$ cat config.mk
export PLATFORM = sky130hd
export DESIGN_NAME = unop_unit
export DESIGN_NICKNAME = d
export VERILOG_FILES = /design/src/rtl/unop_pkg.sv /design/src/rtl/unop_datapath.sv /design/src/rtl/unop_flags.sv /design/src/rtl/unop_timer.sv /design/src/rtl/unop_unit.sv
export SDC_FILE = /design/constraint.sdc
export NUM_CORES = 1
export LEC_CHECK = 0
export BUFFER_PORTS_ARGS = -buffer_cell sky130_fd_sc_hd__buf_2
export CORE_MARGIN = 2
export CORE_UTILIZATION = 62
export CTS_CLUSTER_DIAMETER = 60
export DETAILED_ROUTE_END_ITERATION = 8
export GPL_ROUTABILITY_DRIVEN = 0
export GPL_TIMING_DRIVEN = 0
export PLACE_DENSITY = 0.87
export SYNTH_ARGS = -nofsm -noshare
export SYNTH_HDL_FRONTEND = slang
export SYNTH_SLANG_ARGS = --single-unit
$ cat constraint.sdc
create_clock -name clk -period 4.7 [get_ports clk]
set_input_delay 1.175 -clock clk [delete_from_list [all_inputs] [get_ports clk]]
set_output_delay 1.175 -clock clk [all_outputs]
set_load 0.02 [all_outputs]
$ cat src/rtl/unop_pkg.sv
package unop_pkg;

   localparam int UNOP_DW   = 32;
   localparam int BYTE_W    = 8;
   localparam int NUM_SIZES = 3;

   typedef enum logic [1:0] {
      OP_NEGX = 2'd0,
      OP_CLR  = 2'd1,
      OP_NEG  = 2'd2,
      OP_NOT  = 2'd3
   } unop_op_e;

   typedef enum logic [1:0] {
      SZ_BYTE = 2'd0,
      SZ_WORD = 2'd1,
      SZ_LONG = 2'd2,
      SZ_RSVD = 2'd3
   } unop_size_e;

   // flag word bit positions
   localparam int F_X = 4;
   localparam int F_N = 3;
   localparam int F_Z = 2;
   localparam int F_V = 1;
   localparam int F_C = 0;

   typedef struct packed {
      logic [UNOP_DW-1:0] res;
      logic               neg;
      logic               zero;
      logic               ovf;
      logic               borrow;
   } lane_t;

endpackage

$ cat src/rtl/unop_datapath.sv
module unop_datapath
   import unop_pkg::*;
#(
   parameter int DATA_W = UNOP_DW
) (
   input  unop_op_e         op,
   input  unop_size_e       sz,
   input  logic [DATA_W-1:0] a,
   input  logic             x_in,
   output lane_t            lane_o
);

   lane_t lanes [NUM_SIZES];

   logic is_sub;
   assign is_sub = (op == OP_NEGX) || (op == OP_NEG);

   logic carry_in;
   assign carry_in = (op == OP_NEGX) ? x_in : 1'b0;

   for (genvar g = 0; g < NUM_SIZES; g++) begin : g_lane
      localparam int W = BYTE_W << g;
      logic [W:0]        diff;
      logic [W-1:0]      lres;
      logic [DATA_W-1:0] mask;

      assign mask = DATA_W'({W{1'b1}});
      assign diff = (W+1)'(0) - {1'b0, a[W-1:0]} - (W+1)'(carry_in);

      always_comb begin
         unique case (op)
            OP_CLR:  lres = '0;
            OP_NOT:  lres = ~a[W-1:0];
            default: lres = diff[W-1:0];
         endcase
      end

      assign lanes[g].res    = (a & ~mask) | DATA_W'(lres);
      assign lanes[g].neg    = lres[W-1];
      assign lanes[g].zero   = (lres == '0);
      assign lanes[g].ovf    = is_sub & a[W-1] & lres[W-1];
      assign lanes[g].borrow = is_sub & diff[W];
   end

   always_comb begin
      unique case (sz)
         SZ_BYTE: lane_o = lanes[0];
         SZ_WORD: lane_o = lanes[1];
         SZ_LONG: lane_o = lanes[2];
         default: lane_o = '{res: a, neg: 1'b0, zero: 1'b0, ovf: 1'b0, borrow: 1'b0};
      endcase
   end

endmodule

$ cat src/rtl/unop_flags.sv
module unop_flags
   import unop_pkg::*;
(
   input  unop_op_e   op,
   input  lane_t      lane,
   input  logic [4:0] ccr_in,
   output logic [4:0] ccr_out
);

   always_comb begin
      ccr_out = ccr_in;
      unique case (op)
         OP_CLR: begin
            ccr_out[F_N] = 1'b0;
            ccr_out[F_Z] = 1'b1;
            ccr_out[F_V] = 1'b0;
            ccr_out[F_C] = 1'b0;
         end
         OP_NOT: begin
            ccr_out[F_N] = lane.neg;
            ccr_out[F_Z] = lane.zero;
            ccr_out[F_V] = 1'b0;
            ccr_out[F_C] = 1'b0;
         end
         OP_NEG: begin
            ccr_out[F_X] = lane.borrow;
            ccr_out[F_N] = lane.neg;
            ccr_out[F_Z] = lane.zero;
            ccr_out[F_V] = lane.ovf;
            ccr_out[F_C] = lane.borrow;
         end
         default: begin
            ccr_out[F_X] = lane.borrow;
            ccr_out[F_N] = lane.neg;
            ccr_out[F_Z] = ccr_in[F_Z] & lane.zero;
            ccr_out[F_V] = lane.ovf;
            ccr_out[F_C] = lane.borrow;
         end
      endcase
   end

endmodule

$ cat src/rtl/unop_timer.sv
module unop_timer #(
   parameter int CNT_W   = 4,
   parameter int MAX_CYC = 12
) (
   input  logic             clk,
   input  logic             rst_n,
   input  logic             launch,
   input  logic             flash,
   input  logic [CNT_W-1:0] cost,
   output logic             busy,
   output logic             done
);

   logic [CNT_W-1:0] cnt_q;

   assign busy = (cnt_q != '0);

   always_ff @(posedge clk or negedge rst_n) begin
      if (!rst_n) begin
         cnt_q <= '0;
         done  <= 1'b0;
      end else begin
         done <= flash || (cnt_q == CNT_W'(1));
         if (launch)    cnt_q <= cost;
         else if (busy) cnt_q <= cnt_q - CNT_W'(1);
      end
   end

   AST_CNT_RANGE: assert property (@(posedge clk) disable iff (!rst_n)
      cnt_q <= CNT_W'(MAX_CYC)) else $error("counter out of range");

   AST_DONE_PULSE: assert property (@(posedge clk) disable iff (!rst_n)
      done && !flash |=> !done) else $error("done longer than one cycle");

endmodule

$ cat src/rtl/unop_unit.sv
module unop_unit
   import unop_pkg::*;
#(
   parameter int DATA_W    = UNOP_DW,
   parameter int CYC_SHORT = 4,
   parameter int CYC_LONG  = 6,
   parameter int MEM_SHIFT = 1
) (
   input  logic              clk,
   input  logic              rst_n,
   input  logic              start_i,
   input  logic [1:0]        op_i,
   input  logic [1:0]        size_i,
   input  logic              mem_i,
   input  logic [DATA_W-1:0] operand_i,
   input  logic [4:0]        ccr_i,
   output logic [DATA_W-1:0] result_o,
   output logic [4:0]        ccr_o,
   output logic              illegal_o,
   output logic              done_o
);

   localparam int MAX_CYC = CYC_LONG << MEM_SHIFT;
   localparam int CNT_W   = $clog2(MAX_CYC + 1);

   initial begin
      assert (DATA_W == UNOP_DW) else $error("DATA_W must match package width");
      assert (CYC_SHORT > 0 && CYC_LONG >= CYC_SHORT) else $error("bad cycle costs");
   end

   unop_op_e   op;
   unop_size_e sz;
   assign op = unop_op_e'(op_i);
   assign sz = unop_size_e'(size_i);

   lane_t      lane;
   logic [4:0] ccr_new;
   logic       busy;
   logic       accept;
   logic       bad_size;
   logic [CNT_W-1:0] base_cost;
   logic [CNT_W-1:0] cost;

   unop_datapath #(.DATA_W(DATA_W)) u_dp (
      .op     (op),
      .sz     (sz),
      .a      (operand_i),
      .x_in   (ccr_i[F_X]),
      .lane_o (lane)
   );

   unop_flags u_flags (
      .op      (op),
      .lane    (lane),
      .ccr_in  (ccr_i),
      .ccr_out (ccr_new)
   );

   assign bad_size  = (sz == SZ_RSVD);
   assign accept    = start_i && !busy;
   assign base_cost = (sz == SZ_LONG) ? CNT_W'(CYC_LONG) : CNT_W'(CYC_SHORT);
   assign cost      = mem_i ? (base_cost << MEM_SHIFT) : base_cost;

   unop_timer #(.CNT_W(CNT_W), .MAX_CYC(MAX_CYC)) u_timer (
      .clk    (clk),
      .rst_n  (rst_n),
      .launch (accept && !bad_size),
      .flash  (accept && bad_size),
      .cost   (cost),
      .busy   (busy),
      .done   (done_o)
   );

   logic [DATA_W-1:0] res_q;
   logic [DATA_W-1:0] opnd_q;
   logic [4:0]        ccr_q;
   logic [4:0]        ccr_in_q;
   logic              ill_q;
   unop_op_e          op_q;
   unop_size_e        sz_q;

   always_ff @(posedge clk or negedge rst_n) begin
      if (!rst_n) begin
         res_q    <= '0;
         opnd_q   <= '0;
         ccr_q    <= '0;
         ccr_in_q <= '0;
         ill_q    <= 1'b0;
         op_q     <= OP_NEGX;
         sz_q     <= SZ_BYTE;
      end else if (accept) begin
         res_q    <= bad_size ? operand_i : lane.res;
         opnd_q   <= operand_i;
         ccr_q    <= bad_size ? ccr_i : ccr_new;
         ccr_in_q <= ccr_i;
         ill_q    <= bad_size;
         op_q     <= op;
         sz_q     <= sz;
      end
   end

   assign result_o  = res_q;
   assign ccr_o     = ccr_q;
   assign illegal_o = ill_q;

   AST_CLR_FLAGS: assert property (@(posedge clk) disable iff (!rst_n)
      done_o && !illegal_o && op_q == OP_CLR |->
         ccr_o[3:0] == 4'b0100 && ccr_o[F_X] == ccr_in_q[F_X]) else $error("clear flags");

   AST_NOT_CV: assert property (@(posedge clk) disable iff (!rst_n)
      done_o && !illegal_o && op_q == OP_NOT |->
         !ccr_o[F_V] && !ccr_o[F_C] && ccr_o[F_X] == ccr_in_q[F_X]) else $error("complement flags");

   AST_UPPER_KEEP: assert property (@(posedge clk) disable iff (!rst_n)
      done_o && sz_q == SZ_BYTE |-> result_o[DATA_W-1:8] == opnd_q[DATA_W-1:8]) else $error("upper bits");

   AST_ILLEGAL_FAST: assert property (@(posedge clk) disable iff (!rst_n)
      accept && bad_size |=> done_o && illegal_o && ccr_o == $past(ccr_i)) else $error("illegal size");

   AST_BUSY_HOLD: assert property (@(posedge clk) disable iff (!rst_n)
      start_i && busy |=> $stable(res_q) && $stable(ccr_q)) else $error("start while busy");

endmodule

* Word-level counts from Yosys, hierarchy flattened *
Index checks and enable logic that the tools add are counted.

word-level totals
  register bits = 43
  output and inout bits = 39
  input port bits = 45
  word-level logic and storage cells = 62

cells by class
  multiplexer cells = 13
  reduce and logical (&&, ||, !) cells = 15
  add/subtract/negate cells = 7
  equal/unequal tests = 7
  bitwise logic cells = 15

operator list
  cell                                                                  count
  36-bit one-hot mux with 3 select lines                                1
  32-bit one-hot mux with 2 select lines                                1
  1-bit by 32-bit subtractor with 33-bit output (first input constant)  1
  33-bit by 1-bit subtractor with 33-bit output                         1
  32-bit logical NOT                                                    1
  32-bit two-way mux                                                    1
  32-bit NOT                                                            1
  32-bit by 16-bit bitwise OR with 32-bit output                        1
  32-bit by 8-bit bitwise OR with 32-bit output                         1
  16-bit one-hot mux with 2 select lines                                1
  1-bit by 16-bit subtractor with 17-bit output (first input constant)  1
  17-bit by 1-bit subtractor with 17-bit output                         1
  16-bit logical NOT                                                    1
  16-bit NOT                                                            1
  8-bit one-hot mux with 2 select lines                                 1
  4-bit two-way mux                                                     3
  4-bit one-hot mux with 3 select lines                                 1
  1-bit AND                                                             10
  1-bit by 8-bit subtractor with 9-bit output (first input constant)    1
  9-bit by 1-bit subtractor with 9-bit output                           1
  2-bit equality test (second input constant)                           4
  8-bit logical NOT                                                     1
  8-bit NOT                                                             1
  5-bit two-way mux                                                     1
  other kinds (12)                                                      19

* Logic depth before layout (Yosys ltp) *
  word-level depth = 9
  depth in mapped cells = 22
  gate-level depth less buffers = 16

* Hierarchy *
A second synthesis with hierarchy kept.

second synthesis, totals
  cell total of the unflattened synthesis = 663
  area total of the unflattened synthesis = 5,114.9 µm²

modules (own cells, without submodules)
  module         cells an instance  seq. area each (µm²)  times used  area each (µm²)
  unop_datapath  459                0.0                   1           2,990.4
  unop_unit      170                950.9                 1           1,780.5
  unop_timer     27                 125.1                 1           297.8
  unop_flags     7                  0.0                   1           46.3

* Worst setup path before layout *
No wires, ideal clock.

  path kind = input to register
  from = input port op_i[0]
  to = register ccr_q[2] (netlist: ccr_o[2])
  setup time = 0.092 ns
  slack = -0.680 ns
  buffers on the path = 6
  data required time = 4.608 ns
  data arrival time = 5.288 ns
  stages = 22
  path through = clkbuf_8 > clkbuf_8 > clkbuf_8 > buf_6 > buf_6 > clkbuf_8 > nor2_1 > nand2_1 > ha_1 > ha_1 > inv_1 > ha_1 > o21bai_1 > a221oi_2 > o21a_1 > a211oi_1 > a211oi_1 > xnor2_1 > o21ai_0 > or4b_2 > or4_1 > o31ai_2

on the way
  word-level cells in the longest chain between the ends = 9
  elaborated cells between the ends (all ways) = 18
  those cells by class = add/sub: 3; eq/ne: 3; mux: 7; bitwise: 1; reduce/logical: 4

ends and longest elaborated chain
  what                                                                   RTL line             RTL
  start: declaration                                                     unop_unit.sv:12      input logic [1:0] op_i,
  2-bit logical NOT                                                      unop_datapath.sv:19  assign carry_in = (op == OP_NEGX) ? x_in : 1'b0;
  1-bit two-way mux                                                      unop_datapath.sv:19
  33-bit by 1-bit subtractor with 33-bit output (tied with other cells)  unop_datapath.sv:28  assign diff = (W+1)'(0) - {1'b0, a[W-1:0]} - (W+1)'(carry_in);
  32-bit one-hot mux with 2 select lines (tied with other cells)         unop_datapath.sv:31  unique case (op)
  32-bit logical NOT (tied with other cells)                             unop_datapath.sv:40  assign lanes[g].zero = (lres == '0);
  36-bit one-hot mux with 3 select lines                                 unop_datapath.sv:46  unique case (sz)
  1-bit AND                                                              unop_flags.sv:35     ccr_out[F_Z] = ccr_in[F_Z] & lane.zero;
  4-bit one-hot mux with 3 select lines (*)                              unop_flags.sv:12     unique case (op)
  5-bit two-way mux (*)                                                  unop_unit.sv:94      ccr_q <= bad_size ? ccr_i : ccr_new;
  end signal: assignment                                                 unop_unit.sv:94
  end: declaration                                                       unop_unit.sv:76      logic [4:0] ccr_q;

Mark *: on every way between the ends. The rest lies on a longest branch, timed or not.
A chain may end at the register's enable or synchronous reset.

* Worst setup path in the final report *
  from = input port op_i[1]
  to = register ccr_q[2] (netlist: ccr_o[2])

The elaborated chain is that of the path after synthesis.

==> metrics.cfg <==
[critical_path]
cpMaxStageDelayCell = or4b_1
slowest_delay_ns = 0.46
critPathLaunchType = primary input
worstSetupPathType = in -> reg
path_max_fanout = 7
required_ns = 4.92
path_cells = clkbuf_4 -> buf_12 -> nor2_4 -> nand2_1 -> ha_2 -> ha_4 -> a211oi_4 -> o211ai_1 -> a21oi_2 -> buf_6 -> o21ai_2 -> xnor2_2 -> o22ai_2 -> a2111oi_4 -> or4b_1 -> or4_4 -> o31ai_4
cp.arrival_ns = 4.98
worst_setup_path_end_kind = flop
reg2reg_slack_ns = 1.03

[floorplan]
dieArea_um2 = 7952
core_area_um2 = 7137
start_util_pct = 63.03
rows = 31
ios = 84
die_x_um = 89.18
die_y_um = 89.18

[clock_tree]
path_clk_slew_ns = 0.09
cts_tree = yes
h-tree-depth = 2
clock-sinks = 43
clock_path_buffers = 2
cts_hold_buf = 0
clock_latency_ns = 0.32
cts_root_buffer = clkbuf_8
cts_buffers = 5

[timing]
tns_ns = -0.06393
min_period_over_period_pct = 101.4
maxSlewHeadroom_pct = 34.73
layout_min_cycle_time_ns = 4.764
tightest_slew_ns = 0.9791
post-route-worst-setup-slack_ns = -0.06393
finalClockSkew_ns = 0.009332
clock.fmax_mhz = 209.9
setup_violations = 1
hold_viol = 0
finalMaxSlewViolations = 0

[logic_synthesis]
synthFlopType = dfrtp_1
yosys.area_share.simple_pct = 20.89
synth_xor_xnor_area_share_pct = 4.868
synth.area.mux_share_pct = 1.391
postSynthCellCount = 589
synth.avg_cell_area_um2 = 7.637
syn-num-nets = 675
synth_top_family_by_area = compound AO/OA/AOI/OAI gates
synth_cell_type_count = 73
seq_area_frac_synth_pct = 23.92
yosys_warnings = 0
synth_edf_count = 0
yosys_register_bits = 43
syn_area_um2 = 4498
synth_fa_ha_area_share_pct = 11.40
synth-compound-area-share_pct = 29.46
ys_async_sr_fraction_pct = 100.0

[route]
via_count = 5741
postRouteAntennaNets = 0
avgViaCountPerCell = 7.070
drc = 0
drt-wirelength-per-cell_um = 21.46
first_pass_iters = 8
drt_wl_total_um = 17430
dr.first_iter.drc_count = 687

[finish]
mostFrequentLayoutCell = nor2_1
syn_to_final_growth_pct = 29.82
fillers = 455
final_cell_mix = nor2_1 (92), buf_2 (82), dfrtp_1 (43), inv_1 (42), nand2_1 (42)
drive_gt1_share_pct = 26.79
diodes = 0
final_nets = 798

[power_and_ir_drop]
ir_drop_mv = 0.1668
p_per_area_nw_per_um2 = 408.5
p_leak_nw = 2.694

[worst_hold_path]
hold_class = reg -> reg

[grt]
grt_pass1_vias = 5117
overflow = 0
antenna_found_initial = 0
grtUsageTotal_pct = 39.55
grt_max_degree = 44
grt_first_pass_wirelength_um = 24670

[placement]
hpwl_um = 10680
io_buffers = 81
place_ws_ns = -1.164

[status]
status = finished with violations
violations = setup timing

[flow_run]
cap_violations = 0

-- worst paths after layout --
check,start,end,cells past startpoint
worst min-delay path,illegal_o,illegal_o,2
worst max-delay path,op_i[1],ccr_o[2],17
max in group asynchronous,rst_n,ccr_o[2],1
worst max register to register,u_timer.cnt_q[0],ccr_o[2],12
min in group asynchronous,rst_n,result_o[8],1
worst min register to register,illegal_o,illegal_o,2
-- stage by stage --
stage	power [mW]	area [um^2]	cells	hold WS [ns]	utilization, %
final	2.385	5839	812	0.4801	81.82
after global routing	2.507	5839	812	0.5284	81.82
after CTS	2.220	5610	805	0.4865	78.61
after detailed placement	1.801	5042	769	0.4669	70.65
after global placement	1.748	5042	769	0.4577	70.65
after floorplan	1.430	4513	589	0.4834	-
-- Yosys cell counts, types with 4 or more instances --
master     n  area share (%)
nand2_1   42             3.5
o21a_1     7             1.2
o22ai_1    9             1.3
xnor2_1   14             2.7
and3_1     7            0.97
nor3_1    11             1.2
a21o_1     8             1.3
nand3_1   11             1.2
a221oi_1  30             5.8
inv_1     43             3.6
clkbuf_8   6             1.8
nand4_1    7            0.97
o21ai_0   45             5.0
clkbuf_1  19             1.6
ha_1      41              11
a211oi_1   6             1.0
nor2b_1    5            0.70
xor2_1    11             2.1
mux2i_1    4            0.89
dfrtp_1   43              24
nor2_1    93             7.8
a21oi_1   43             4.8
a31oi_1    8             1.1
o21bai_1   5            0.83
or3_1      4            0.56
-- critical path: cells and delay by family --
| family | cells | cell delay [ns] |
|---|---|---|
| AOI/OAI and AO/OA | 7 | 1.60 |
| and+or+nand+nor | 4 | 1.05 |
| buffers and inverters | 3 | 0.45 |
| adders and majority gates | 2 | 0.36 |
| xor gates and xnor gates | 1 | 0.34 |
-- kinds of logic (layout without fill, tap and decap cells) --
family,Yosys count,after routing
buffers and inverters,76,200
and+or+nand+nor,202,202
DFF,43,43
muxes,6,6
AOI/OAI and AO/OA,196,196
xor gates and xnor gates,25,25
adders and majority gates,41,41
-- where the power goes --
part           switching (mW)  internal [mW]
logic                   0.844          0.504
clock network           0.150          0.212
registers               0.120          0.556
-- layer usage --
metal / track usage [%] / part of all wire [%]
met1: 48.73 / 35
met5: 0 / 0
met2: 65.12 / 44
met4: 20.76 / 7.6
met3: 7.941 / 13
-- repair_timing --
| item | in CTS | in global routing |
|---|---|---|
| setup endpoints to repair | 11 | 8 |
| buffers inserted | 28 | 13 |
| pin swaps | 21 | 32 |
| resized for setup | 38 | 46 |
-- sequential cells by signal (all words and copies together), names as in the netlist --
register / flops
u_timer.done: 1
illegal_o: 1
u_timer.cnt_q: 4
result_o: 32
ccr_o: 5
-- layout make-up --
cell class / count / area (um^2) / share of cell area [%]
clock inverter: 3 / 67.56 / 1.157
inverter: 44 / 165.2 / 2.828
tap: 99 / 123.9 / 2.121
sequential: 43 / 1076 / 18.43
multi-input combinational: 470 / 3432 / 58.77
timing repair buffer: 120 / 716.9 / 12.28
buffer: 28 / 188.9 / 3.235
clock buffer: 5 / 68.82 / 1.178
Power figures use the tool's default switching activity.
